`config.mk`:
```
export PLATFORM = sky130hd
export DESIGN_NAME = sec_irq_ctrl
export DESIGN_NICKNAME = d
export VERILOG_FILES = /design/src/rtl/sec_irq_pkg.sv /design/src/rtl/sec_irq_decode.sv /design/src/rtl/sec_irq_regs.sv /design/src/rtl/sec_irq_route.sv /design/src/rtl/sec_irq_ctrl.sv
export SDC_FILE = /design/constraint.sdc
export NUM_CORES = 1
export LEC_CHECK = 0
export ABC_AREA = 0
export BUFFER_PORTS_ARGS = -buffer_cell sky130_fd_sc_hd__buf_2
export CORE_MARGIN = 3
export CORE_UTILIZATION = 45
export DETAILED_ROUTE_END_ITERATION = 10
export MAX_ROUTING_LAYER = met4
export PLACE_DENSITY = 0.78
export SLEW_MARGIN = 15
export SYNTH_ARGS = -nofsm -noshare
export SYNTH_HDL_FRONTEND = slang
export SYNTH_SLANG_ARGS = --single-unit
```
`constraint.sdc`:
```
create_clock -name clk_i -period 2.06 [get_ports clk_i]
set_clock_uncertainty 0.2 [all_clocks]
set_input_delay 0.206 -clock clk_i [delete_from_list [all_inputs] [get_ports clk_i]]
set_output_delay 0.206 -clock clk_i [all_outputs]
set_load 0.02 [all_outputs]
```
`src/rtl/sec_irq_pkg.sv`:
```
package sec_irq_pkg;
  localparam logic [3:0] W_MSTAT    = 4'h0;
  localparam logic [3:0] W_RAW      = 4'h1;
  localparam logic [3:0] W_EN_SET   = 4'h2;
  localparam logic [3:0] W_EN_CLR   = 4'h3;
  localparam logic [3:0] W_SOFT_SET = 4'h4;
  localparam logic [3:0] W_SOFT_CLR = 4'h5;
  localparam logic [3:0] W_PT_SET   = 4'h8;
  localparam logic [3:0] W_PT_CLR   = 4'h9;

  typedef enum logic [2:0] {
    RD_NONE, RD_MSTAT, RD_RAW, RD_EN, RD_SOFT, RD_PT
  } rd_sel_e;

  typedef struct packed {
    logic en_or;
    logic en_andn;
    logic soft_set;
    logic soft_clr;
    logic pt_or;
    logic pt_andn;
  } wr_op_t;

  function automatic logic [63:0] span_mask(input int lo, input int hi);
    logic [63:0] m;
    for (int b = 0; b < 64; b++) m[b] = (b >= lo) && (b <= hi);
    return m;
  endfunction
endpackage

```
`src/rtl/sec_irq_decode.sv`:
```
module sec_irq_decode
  import sec_irq_pkg::*;
#(
  parameter int unsigned AW = 12
) (
  input  logic          valid_i,
  input  logic          we_i,
  input  logic [AW-1:0] addr_i,
  output wr_op_t        op_o,
  output rd_sel_e       rsel_o
);
  localparam int unsigned WW = AW - 2;

  logic [WW-1:0] word;
  logic          hit;

  assign word = addr_i[AW-1:2];
  // exact word match only: misaligned or high addresses fall through
  assign hit  = valid_i && (addr_i[1:0] == 2'b00) && (word[WW-1:4] == '0);

  always_comb begin
    op_o   = '0;
    rsel_o = RD_NONE;
    if (hit) begin
      if (we_i) begin
        case (word[3:0])
          W_EN_SET:   op_o.en_or    = 1'b1;
          W_EN_CLR:   op_o.en_andn  = 1'b1;
          W_SOFT_SET: op_o.soft_set = 1'b1;
          W_SOFT_CLR: op_o.soft_clr = 1'b1;
          W_PT_SET:   op_o.pt_or    = 1'b1;
          W_PT_CLR:   op_o.pt_andn  = 1'b1;
          default: ;
        endcase
      end else begin
        case (word[3:0])
          W_MSTAT:    rsel_o = RD_MSTAT;
          W_RAW:      rsel_o = RD_RAW;
          W_EN_SET:   rsel_o = RD_EN;
          W_SOFT_SET: rsel_o = RD_SOFT;
          W_PT_SET:   rsel_o = RD_PT;
          default:    rsel_o = RD_NONE;
        endcase
      end
    end
  end
endmodule

```
`src/rtl/sec_irq_regs.sv`:
```
module sec_irq_regs
  import sec_irq_pkg::*;
#(
  parameter int unsigned NSRC  = 32,
  parameter int unsigned PT_LO = 21,
  parameter int unsigned PT_HI = 30
) (
  input  logic            clk_i,
  input  logic            rst_ni,
  input  logic [NSRC-1:0] irq_i,
  input  wr_op_t          op_i,
  input  rd_sel_e         rsel_i,
  input  logic [NSRC-1:0] wdata_i,
  output logic [NSRC-1:0] raw_o,
  output logic [NSRC-1:0] en_o,
  output logic [NSRC-1:0] pt_o,
  output logic [NSRC-1:0] rdata_o
);
  localparam logic [NSRC-1:0] PT_MASK = NSRC'(span_mask(PT_LO, PT_HI));

  logic [NSRC-1:0] raw_q, en_q, pt_q, rdata_q;
  logic [NSRC-1:0] en_d, pt_d, rd_d;
  logic            wnz;

  assign wnz = |wdata_i;

  always_comb begin
    en_d = en_q;
    if (op_i.en_or)           en_d = en_d | wdata_i;
    if (op_i.en_andn)         en_d = en_d & ~wdata_i;
    if (op_i.soft_set && wnz) en_d[0] = 1'b1;
    if (op_i.soft_clr && wnz) en_d[0] = 1'b0;
  end

  always_comb begin
    pt_d = pt_q;
    if (op_i.pt_or)   pt_d = pt_d | (wdata_i & PT_MASK);
    if (op_i.pt_andn) pt_d = pt_d & ~wdata_i;
  end

  always_comb begin
    case (rsel_i)
      RD_MSTAT: rd_d = raw_q & en_q;
      RD_RAW:   rd_d = raw_q;
      RD_EN:    rd_d = en_q;
      RD_SOFT:  rd_d = {{(NSRC-1){1'b0}}, raw_q[0]};
      RD_PT:    rd_d = pt_q;
      default:  rd_d = '0;
    endcase
  end

  always_ff @(posedge clk_i or negedge rst_ni) begin
    if (!rst_ni) begin
      raw_q   <= '0;
      en_q    <= '0;
      pt_q    <= '0;
      rdata_q <= '0;
    end else begin
      raw_q   <= irq_i;
      en_q    <= en_d;
      pt_q    <= pt_d;
      rdata_q <= rd_d;
    end
  end

  assign raw_o   = raw_q;
  assign en_o    = en_q;
  assign pt_o    = pt_q;
  assign rdata_o = rdata_q;

  p_en_set_r5: assert property (@(posedge clk_i) disable iff (!rst_ni)
    op_i.en_or |=> ((en_q & $past(wdata_i)) == $past(wdata_i)));
  p_en_clr_r6: assert property (@(posedge clk_i) disable iff (!rst_ni)
    op_i.en_andn |=> ((en_q & $past(wdata_i)) == '0));
  p_soft_set_r7: assert property (@(posedge clk_i) disable iff (!rst_ni)
    (op_i.soft_set && wnz) |=> en_q[0]);
  p_soft_clr_r8: assert property (@(posedge clk_i) disable iff (!rst_ni)
    (op_i.soft_clr && wnz) |=> !en_q[0]);
  p_pt_clr_r10: assert property (@(posedge clk_i) disable iff (!rst_ni)
    op_i.pt_andn |=> ((pt_q & $past(wdata_i)) == '0));
  p_rd_idle_r14: assert property (@(posedge clk_i) disable iff (!rst_ni)
    (rsel_i == RD_NONE) |=> (rdata_q == '0));
endmodule

```
`src/rtl/sec_irq_route.sv`:
```
module sec_irq_route #(
  parameter int unsigned NSRC  = 32,
  parameter int unsigned PT_LO = 21,
  parameter int unsigned PT_HI = 30,
  localparam int unsigned PT_W = PT_HI - PT_LO + 1
) (
  input  logic            clk_i,
  input  logic            rst_ni,
  input  logic [NSRC-1:0] raw_i,
  input  logic [NSRC-1:0] en_i,
  input  logic [PT_W-1:0] pt_i,
  output logic [NSRC-1:0] irq_o
);
  for (genvar i = 0; i < NSRC; i++) begin : g_line
    if (i == NSRC - 1) begin : g_comb
      logic line_q;
      always_ff @(posedge clk_i or negedge rst_ni) begin
        if (!rst_ni) line_q <= 1'b0;
        else         line_q <= |(raw_i & en_i);
      end
      assign irq_o[i] = line_q;

      p_comb_hi_r3: assert property (@(posedge clk_i) disable iff (!rst_ni)
        (|(raw_i & en_i)) |=> irq_o[i]);
      p_comb_lo_r3: assert property (@(posedge clk_i) disable iff (!rst_ni)
        !(|(raw_i & en_i)) |=> !irq_o[i]);
    end else if (i >= PT_LO && i <= PT_HI) begin : g_pass
      logic line_q;
      always_ff @(posedge clk_i or negedge rst_ni) begin
        if (!rst_ni)             line_q <= 1'b0;
        else if (pt_i[i-PT_LO])  line_q <= raw_i[i];
      end
      assign irq_o[i] = line_q;

      p_pt_hold_r11: assert property (@(posedge clk_i) disable iff (!rst_ni)
        !$past(pt_i[i-PT_LO]) |-> $stable(irq_o[i]));
      p_pt_follow_r11: assert property (@(posedge clk_i) disable iff (!rst_ni)
        pt_i[i-PT_LO] |=> (irq_o[i] == $past(raw_i[i])));
    end else begin : g_tie
      assign irq_o[i] = 1'b0;
    end
  end
endmodule

```
`src/rtl/sec_irq_ctrl.sv`:
```
module sec_irq_ctrl
  import sec_irq_pkg::*;
#(
  parameter int unsigned NSRC  = 32,
  parameter int unsigned AW    = 12,
  parameter int unsigned PT_LO = 21,
  parameter int unsigned PT_HI = 30
) (
  input  logic            clk_i,
  input  logic            rst_ni,
  input  logic [NSRC-1:0] irq_i,
  input  logic            bus_valid_i,
  input  logic            bus_we_i,
  input  logic [AW-1:0]   bus_addr_i,
  input  logic [NSRC-1:0] bus_wdata_i,
  output logic [NSRC-1:0] bus_rdata_o,
  output logic [NSRC-1:0] irq_o
);
  localparam int unsigned PT_W = PT_HI - PT_LO + 1;

  wr_op_t          op;
  rd_sel_e         rsel;
  logic [NSRC-1:0] raw, en, pt;

  sec_irq_decode #(.AW(AW)) u_dec (
    .valid_i (bus_valid_i),
    .we_i    (bus_we_i),
    .addr_i  (bus_addr_i),
    .op_o    (op),
    .rsel_o  (rsel)
  );

  sec_irq_regs #(.NSRC(NSRC), .PT_LO(PT_LO), .PT_HI(PT_HI)) u_regs (
    .clk_i   (clk_i),
    .rst_ni  (rst_ni),
    .irq_i   (irq_i),
    .op_i    (op),
    .rsel_i  (rsel),
    .wdata_i (bus_wdata_i),
    .raw_o   (raw),
    .en_o    (en),
    .pt_o    (pt),
    .rdata_o (bus_rdata_o)
  );

  sec_irq_route #(.NSRC(NSRC), .PT_LO(PT_LO), .PT_HI(PT_HI)) u_route (
    .clk_i  (clk_i),
    .rst_ni (rst_ni),
    .raw_i  (raw),
    .en_i   (en),
    .pt_i   (pt[PT_HI:PT_LO]),
    .irq_o  (irq_o)
  );

  p_no_low_pt_r9: assert property (@(posedge clk_i) disable iff (!rst_ni)
    (pt[PT_LO-1:0] == '0) && (pt[NSRC-1:PT_HI+1] == '0));
  p_low_lines_r12: assert property (@(posedge clk_i) disable iff (!rst_ni)
    irq_o[PT_LO-1:0] == '0);

  if (PT_W < 1) begin : g_bad_cfg
    initial $error("pass-through span empty");
  end
endmodule

```
=== Yosys cells after proc, flatten, opt, wreduce, memory -nomap -nowiden ===
Cells that the tools add are included.

* Register bits: 139
* Word-level logic and storage cells: 60

* Equal/unequal tests: 12
* Muxes and demuxes: 18
* Bitwise logic cells: 6
* Reduce and logical (&&, ||, !) cells: 9

{| class="wikitable"
|+ Operator list
! kind !! number
|-
| $pmux 32 s5 || 1
|-
| $mux 32 || 4
|-
| $and 32x32->32 || 3
|-
| $reduce_or 32->1 || 2
|-
| $not 32->32 || 1
|-
| $or 32x31->32 || 1
|-
| $or 32x32->32 || 1
|-
| $pmux 3 s5 || 1
|-
| $mux 6 || 2
|-
| $eq 4x2->1 const B || 2
|-
| $eq 4x3->1 const B || 2
|-
| $eq 4x4->1 const B || 2
|-
| $mux 1 || 8
|-
| $eq 3x2->1 const B || 2
|-
| $eq 3x3->1 const B || 2
|-
| $logic_not 6->1 || 1
|-
| $mux 3 || 2
|-
| $eq 4x1->1 const B || 1
|-
| $logic_and 1x1->1 || 4
|-
| $logic_not 4->1 || 1
|-
| $eq 3x1->1 const B || 1
|-
| $logic_not 2->1 || 1
|}

=== Depth between registers and ports, before layout ===
Gate-level depths: netlist of the first run.

* Depth in word-level cells: 9
* Gate-level depth with buffers: 7
* Gate-level depth less buffers: 5

=== Cells and area by module ===
Synthesis of the first run repeated with hierarchy kept, for this count alone.

* Cells, all modules: 512
* Area total of the unflattened synthesis: 5,839.4 µm²

{| class="wikitable"
|+ By module, submodules not included
! module !! instances !! cells an instance !! area each (µm²) !! seq. area each (µm²)
|-
| sec_irq_regs || 1 || 409 || 4,835.9 || 3,203.1
|-
| sec_irq_route || 1 || 75 || 794.5 || 275.3
|-
| sec_irq_decode || 1 || 28 || 209.0 || 0.0
|}

=== Worst setup path after synthesis of the first run ===
No wires, ideal clock.

* Kind: input -> register
* Start: input port bus_addr_i[7]
* End: register u_regs.rdata_q[0] (netlist: u_regs.rdata_o[0])
* Setup time: 0.066 ns
* Arrival time: 1.654 ns
* Path slack: 0.140 ns
* Stages on the path: 6
* Path through: or4_4 nor4_4 buf_6 nand2_1 a31oi_1 a221o_1

* Word-level cells in the longest chain between the ends: 5
* Elaborated cells on any way between the ends: 9

{| class="wikitable"
|+ Ends and longest elaborated chain
! item !! line !! source
|-
| from (decl) || sec_irq_ctrl.sv:14 || <nowiki>input logic [AW-1:0] bus_addr_i,</nowiki>
|-
| $logic_not 6->1 * || sec_irq_decode.sv:19 || <nowiki>assign hit = valid_i && (addr_i[1:0] == 2'b00) && (word[WW-1:4] == '0);</nowiki>
|-
| $logic_and 1x1->1 * || sec_irq_decode.sv:19 ||
|-
| $mux 3 * || sec_irq_decode.sv:24 || <nowiki>if (hit) begin</nowiki>
|-
| $eq 3x3->1 (tied with other cells) || sec_irq_regs.sv:42 || <nowiki>case (rsel_i)</nowiki>
|-
| $pmux 32 s5 * || sec_irq_regs.sv:42 ||
|-
| net u_regs.rd_d[0] || sec_irq_regs.sv:22 || <nowiki>logic [NSRC-1:0] en_d, pt_d, rd_d;</nowiki>
|-
| to (signal assigned) || sec_irq_regs.sv:62 || <nowiki>rdata_q <= rd_d;</nowiki>
|-
| to (decl) || sec_irq_regs.sv:21 || <nowiki>logic [NSRC-1:0] raw_q, en_q, pt_q, rdata_q;</nowiki>
|}

The timed path passes the listed nets; every way through them passes the cells marked *.
A chain may end at the register's enable or synchronous reset.

=== Worst setup path in the final report of the first run ===
* Start: input port bus_wdata_i[23]
* End: register u_regs.en_q[0] (netlist: u_regs.en_o[0])

* Word-level cells in the longest chain between the ends: 4
* Elaborated cells on any way between the ends: 5

{| class="wikitable"
|+ Ends and longest elaborated chain
! item !! line !! source
|-
| from (decl) || sec_irq_ctrl.sv:15 || <nowiki>input logic [NSRC-1:0] bus_wdata_i,</nowiki>
|-
| $reduce_or 32->1 * || sec_irq_regs.sv:25 || <nowiki>assign wnz = |wdata_i;</nowiki>
|-
| $logic_and 1x1->1 || sec_irq_regs.sv:31 || <nowiki>if (op_i.soft_set && wnz) en_d[0] = 1'b1;</nowiki>
|-
| $mux 1 || sec_irq_regs.sv:31 ||
|-
| $mux 1 * || sec_irq_regs.sv:32 || <nowiki>if (op_i.soft_clr && wnz) en_d[0] = 1'b0;</nowiki>
|-
| net u_regs.en_d[0] || sec_irq_regs.sv:22 ||
|-
| to (signal assigned) || sec_irq_regs.sv:60 || <nowiki>en_q <= en_d;</nowiki>
|-
| to (decl) || sec_irq_regs.sv:21 ||
|}

Marked as above.

==> impl_metrics.tcl, run 1 <==
set metrics [dict create \
    status "finished clean" \
    fmax_mhz 544 \
    cp_top_family "simple AND/OR/NAND/NOR gates" \
    drive_above_1_share_pct 24.4 \
    grt_overflow 0 \
    rsz0062_at_grt "false" \
    synth-seq-cells 139 \
    path_depth 7 \
    finish.utilization_pct 62.2 \
    cts_resized 0 \
    cts_tree "built" \
    ctsHoldBuffers 65 \
    holdCritPathClass "input pin to asynchronous set/reset pin" \
    clk_latency_ns 0.42 \
    cts_sinks 139 \
    totalWireLength_um 18400 \
    ys_seq_area_share_pct 55.6 \
    numPortBuffers 122 \
    syn_inst 611 \
    power.total_mw 6.65 \
    fp.dieW_um 124 \
    post_drt_wl_per_cell_um 18.7 \
    start_util_pct 46.7 \
    ys_types 40 \
    synth_edf_count 0 \
    finalInstanceArea_sq_mm 0.00833 \
    crit_slowest_cell "dlygate4sd3_1" \
    post_cts_buffers 0 \
    synthFlopType "dfrtp_1" \
    rows 42 \
    cp_max_fo 4 \
    tightest_slew_ns 0.489 \
    fp.dieH_um 124 \
    reg2reg_depth 3 \
    cp.buffers_inverters 2 \
    ctsRootBufferMaster "clkbuf_16" \
    hold_viol 0 \
    min_period_ns 1.84 \
    clk_path_buf_depth 2 \
    seq_area_sq_mm 0.00348 \
    end_kind "flop" \
    place_congestion 0.866 \
    grt_pass1_vias 5800 \
    htreeDepth 4 \
    coreArea_sq_mm 0.0134 \
    worst_ep_arrival_time_ns 1.92 \
    rrSetupSlack_ns 0.23 \
    ioPinCount 144 \
    finalCritPeriodShare_pct 89.2 \
    yosys_warnings 0 \
    syn_to_final_growth_pct 33.1 \
    synth_top_area_share_pct 55.6 \
    rr_startpoint "u_regs.raw_o[29]" \
    ant_nets 0 \
    vias 5723 \
    synth-async-reset-ratio_pct 100 \
    report.final.slew_viol_count 0 \
    multi_input_area_sq_mm 0.00244 \
    drt-pass1-iter-count 6 \
    drc 0 \
    cts_buffers 17 \
    synth_area_sq_mm 0.00626 \
    p_leak_nw 3.89 \
    yosys-top-cells-area "dfrtp_1 (56%), nand2_1 (7.6%), o21ai_0 (5.1%)" \
    final.setup.tns_ns 0 \
    hpwl_um 11700 \
    placedCellCount 883 \
    cp_cell_sequence "dlygate4sd3_1, buf_2, nor4_1, nand4_1, nor2_1, o21ai_1, mux2i_1" \
    grt_antenna_before_repair 1 \
    cpPeakStageDelay_ns 0.52 \
    setup_violations 0 \
    dr.first_iter.drc_count 744 \
    worstSetupStartpointType "input pin" \
    grt_max_degree 42 \
    nFillCells 1040 \
    grt_use_total_pct 25.6 \
    vias_per_cell 5.84 \
    crit_type "input pin to flop" \
    placed_area_sq_mm 0.00705 \
    clk_pin_slew_worst_paths_ns 0.05 \
    dieArea_sq_mm 0.0154 \
    yosys.area.top_type "dfrtp_1" \
    grt_pass1_wl_um 29300 \
    stdcell_count 980 \
    powerDensity_mw_per_mm2 798 \
    avgSynthCellArea_sq_um 10.2 \
    worstPathRequired_ns 2.14 \
    setup.worst_path.start "bus_wdata_i[23]" \
    cap_viol_max_count 0 \
    final_nets 871 \
    maxSlewHeadroom_pct 67.1 \
    irDropWorstVdd_uv 586 \
]
cell usage in the layout (no fill, tap or decap), types with 2 or more instances in the layout:
cell | netlist | final
dlygate4sd3_1 | 0 | 65
clkbuf_16 | 0 | 17
and3_1 | 3 | 3
o21ai_0 | 64 | 64
dfrtp_1 | 139 | 139
a22oi_1 | 16 | 16
o21ai_1 | 33 | 33
conb_1 | 1 | 21
a21boi_1 | 22 | 22
nand2_1 | 127 | 127
mux2_2 | 10 | 10
nand4_1 | 8 | 8
nor3_2 | 2 | 3
a21oi_1 | 20 | 20
a221o_1 | 31 | 31
nor4_1 | 8 | 8
buf_2 | 12 | 121
nand2b_1 | 2 | 2
bufinv_16 | 0 | 5
nor2_1 | 2 | 2
a31oi_1 | 31 | 31
clkbuf_8 | 0 | 2
buf_4 | 32 | 17
buf_12 | 0 | 8
clkinv_2 | 0 | 3
nor3_4 | 1 | 2
nor4_4 | 1 | 2
clkbuf_1 | 21 | 4
final timing paths:
check | to
worst max-delay path | u_regs.en_o[0]
worst min-delay path | u_regs.rdata_o[10]
worst max register to register | u_route.g_line[31].g_comb.line_q
worst min register to register | u_route.g_line[27].g_pass.line_q
max in group asynchronous | u_regs.pt_o[18]
min in group clk_i | u_regs.en_o[0]
cell usage after synthesis, types with 3 or more instances:
cell,n
a21boi_1,22
a21oi_1,20
a221o_1,31
a22oi_1,16
a31oi_1,31
and3_1,3
buf_2,12
buf_4,32
buf_6,6
clkbuf_1,21
dfrtp_1,139
mux2_2,10
nand2_1,127
nand4_1,8
nor3_1,3
nor4_1,8
o21ai_0,64
o21ai_1,33
worst reg2reg max path, cell delays in order (launching register included):
cell and delay (ns):
dfrtp_1 0.45, a22oi_1 0.30, nand4_1 0.16, or4_1 0.57
kinds of logic after synthesis:
kind of cell	synth area share (%)
AOI/OAI and AO/OA	22.2
and+or+nand+nor	12.7
xor gates and xnor gates	0.280
other	0.0599
buffers and inverters	7.19
muxes	1.96
DFF	55.6
cell type report:
class | instances | area share (%)
Sequential cell | 139 | 41.7
Clock buffer | 23 | 5.62
Multi-Input combinational cell | 420 | 29.3
Timing Repair Buffer | 212 | 18.7
Inverter | 1 | 0.0450
Clock inverter | 8 | 1.98
Antenna cell | 1 | 0.0300
Tap cell | 176 | 2.64
through the flow:
| step | hold WS, ns | setup slack, ns |
|---|---|---|
| global route | 0.0877 | 0.138 |
| floorplan | -0.290 | 0.140 |
| CTS | 0.0702 | 0.264 |
| finish | 0.0657 | 0.223 |
| detailed placement | -0.0540 | -0.139 |
| global placement | -0.0564 | -0.0709 |
routing by layer:
layer / part of all wire, % / vias to the layer above / GRT usage [%]
met1: 41 / 2766 / 32.7
met5: 0 / - / -
met2: 47 / 355 / 37.7
met4: 3.8 / 0 / 13.8
met3: 8.9 / 74 / 6.49
li1: - / 2528 / -
power breakdown:
group | internal (mW) | leakage [nW] | switching [mW] | total [mW]
Combinational | 0.214 | 1.72 | 0.307 | 0.521
Sequential | 2.77 | 1.86 | 0.0558 | 2.83
Clock | 2.20 | 0.311 | 1.10 | 3.30
Total | 5.19 | 3.89 | 1.46 | 6.65
Power figures use the tool's default switching activity.
==> inputs of run 2 (changes only) <==
--- a/config.mk
+++ b/config.mk
@@ -12,6 +12,7 @@
 export DETAILED_ROUTE_END_ITERATION = 10
 export MAX_ROUTING_LAYER = met4
 export PLACE_DENSITY = 0.78
+export REMOVE_ABC_BUFFERS = 1
 export SLEW_MARGIN = 15
 export SYNTH_ARGS = -nofsm -noshare
 export SYNTH_HDL_FRONTEND = slang
==> impl_metrics.tcl, run 2 (synthesis gave the netlist of run 1 again) <==
set metrics [dict create \
    seqPwrFrac_pct 44.3 \
    rows 42 \
    hpwl_um 11700 \
    end_kind "flop" \
    dr.first_iter.drc_count 587 \
    worst_ep_arrival_time_ns 1.88 \
    grt_max_degree 56 \
    worstPathRequired_ns 2.14 \
    cpPeakStageDelay_ns 0.56 \
    cts_buffers 17 \
    p_switching_mw 1.49 \
    intPower_mw 4.89 \
    syn_to_final_growth_pct 32.1 \
    cts_tree "built" \
    totalWireLength_um 17800 \
    fp.dieH_um 124 \
    worstSetupStartpointType "flop" \
    start_util_pct 46.7 \
    grt_pass1_wl_um 28400 \
    tightest_slew_ns 0.531 \
    crit_type "flop to flop" \
    ctsRootBufferMaster "clkbuf_16" \
    report.final.slew_viol_count 0 \
    hold_viol 0 \
    cp_cell_sequence "a22oi_1, nand4_1, or4_1" \
    fmax_mhz 555 \
    holdCritPathClass "input pin to flop" \
    cts_resized 0 \
    drive_above_1_share_pct 24.9 \
    irDropWorstVdd_uv 646 \
    maxSlewHeadroom_pct 64.6 \
    ctsHoldBuffers 65 \
    htreeDepth 4 \
    min_path_cells 3 \
    grt_antenna_before_repair 1 \
    drt-pass1-iter-count 8 \
    final_nets 871 \
    fp.dieW_um 124 \
    p_leak_nw 3.86 \
    power_frac_comb_pct 8.1 \
    rsz0062_at_grt "false" \
    cp_max_fo 5 \
    ant_nets 0 \
    placed_area_sq_mm 0.00702 \
    final_common_cell "dfrtp_1" \
    clkPwrFrac_pct 47.6 \
    finalCritPeriodShare_pct 87.5 \
    drc 0 \
    cap_viol_max_count 0 \
    post_cts_buffers 0 \
    vias 5623 \
    rrSetupSlack_ns 0.26 \
    crit_slowest_cell "or4_1" \
    ioPinCount 144 \
    powerDensity_mw_per_mm2 771 \
    cts_sinks 139 \
    final.setup.tns_ns 0 \
    layout_common_cells "dfrtp_1 (139), nand2_1 (127), buf_2 (121), dlygate4sd3_1 (65), o21ai_0 (64)" \
    setup_violations 0 \
    vias_per_cell 5.73 \
    grt_overflow 0 \
    clk_path_buf_depth 2 \
    clk_pin_slew_worst_paths_ns 0.06 \
    post_drt_wl_per_cell_um 18.1 \
    finalInstanceArea_sq_mm 0.00827 \
    clk_latency_ns 0.43 \
    numPortBuffers 122 \
    p_sw_share_pct 23.3 \
    reg2reg_depth 3 \
    min_period_ns 1.80 \
    place_congestion 0.901 \
    grt_pass1_vias 5547 \
    grt_use_total_pct 25.1 \
    status "finished clean" \
    dieArea_sq_mm 0.0154 \
    coreArea_sq_mm 0.0134 \
]
run 2: cell types whose count changed in the layout (fill, tap and decap cells not counted):
cell and change:
buf_12 -2, clkbuf_8 +2, clkbuf_1 -3, bufinv_16 -3
buf_4 +2, clkinvlp_4 +4, inv_6 +1
run 2: power groups by stage:
stage | registers [mW] | logic [mW] | clock network, mW
after floorplan | 2.86 | 0.140 | 0
after global placement | 2.87 | 0.399 | 0
after detailed placement | 2.87 | 0.413 | 0
after CTS | 2.82 | 0.511 | 3.09
after global routing | 2.83 | 0.567 | 3.19
final | 2.82 | 0.514 | 3.04
run 2: per-stage QoR:
stage | cells | hold WS (ns) | setup slack (ns) | util (%) | power [mW]
2_1_floorplan | 560 | -0.290 | -0.770 | - | 3.00
6_report | 981 | 0.0656 | 0.258 | 61.7 | 6.38
3_5_place_dp | 883 | -0.0278 | -0.104 | 52.4 | 3.28
3_3_place_gp | 883 | -0.0334 | -0.0412 | 52.4 | 3.27
5_1_grt | 981 | 0.0853 | 0.198 | 61.7 | 6.59
4_1_cts | 980 | 0.0489 | 0.272 | 61.7 | 6.42
run 2: layer usage:
metal / share of wire [%] / up-vias / GRT usage (%)
met4: 3.0 / 0 / 12.3
met3: 8.5 / 48 / 5.18
met5: 0 / - / -
li1: - / 2547 / -
met2: 50 / 319 / 39.6
met1: 39 / 2709 / 30.8
run 2: final cells by class:
| cell class | count | area, sq um |
|---|---|---|
| Timing Repair Buffer | 212 | 1530 |
| Fill cell | 1036 | 5130 |
| Tap cell | 176 | 220 |
| Clock inverter | 10 | 114 |
| Clock buffer | 22 | 484 |
| Multi-Input combinational cell | 420 | 2440 |
| Antenna cell | 1 | 2.50 |
| Sequential cell | 139 | 3480 |
| Inverter | 1 | 3.75 |
run 2: critical path, delay by kind of cell, from the launching register on:
family | cells | cell delay (ns)
AND/OR/NAND/NOR | 2 | 0.75
flip-flops | 1 | 0.42
AO/OA/AOI/OAI | 1 | 0.29
run 2: worst paths after layout:
check | startpoint | end
max | u_regs.raw_o[8] | u_route.g_line[31].g_comb.line_q
max in group asynchronous | rst_ni | u_regs.raw_o[20]
max reg2reg | u_regs.raw_o[8] | u_route.g_line[31].g_comb.line_q
min in group asynchronous | rst_ni | u_regs.raw_o[10]
min reg2reg | u_route.g_line[21].g_pass.line_q | u_route.g_line[21].g_pass.line_q
min | bus_addr_i[2] | flop
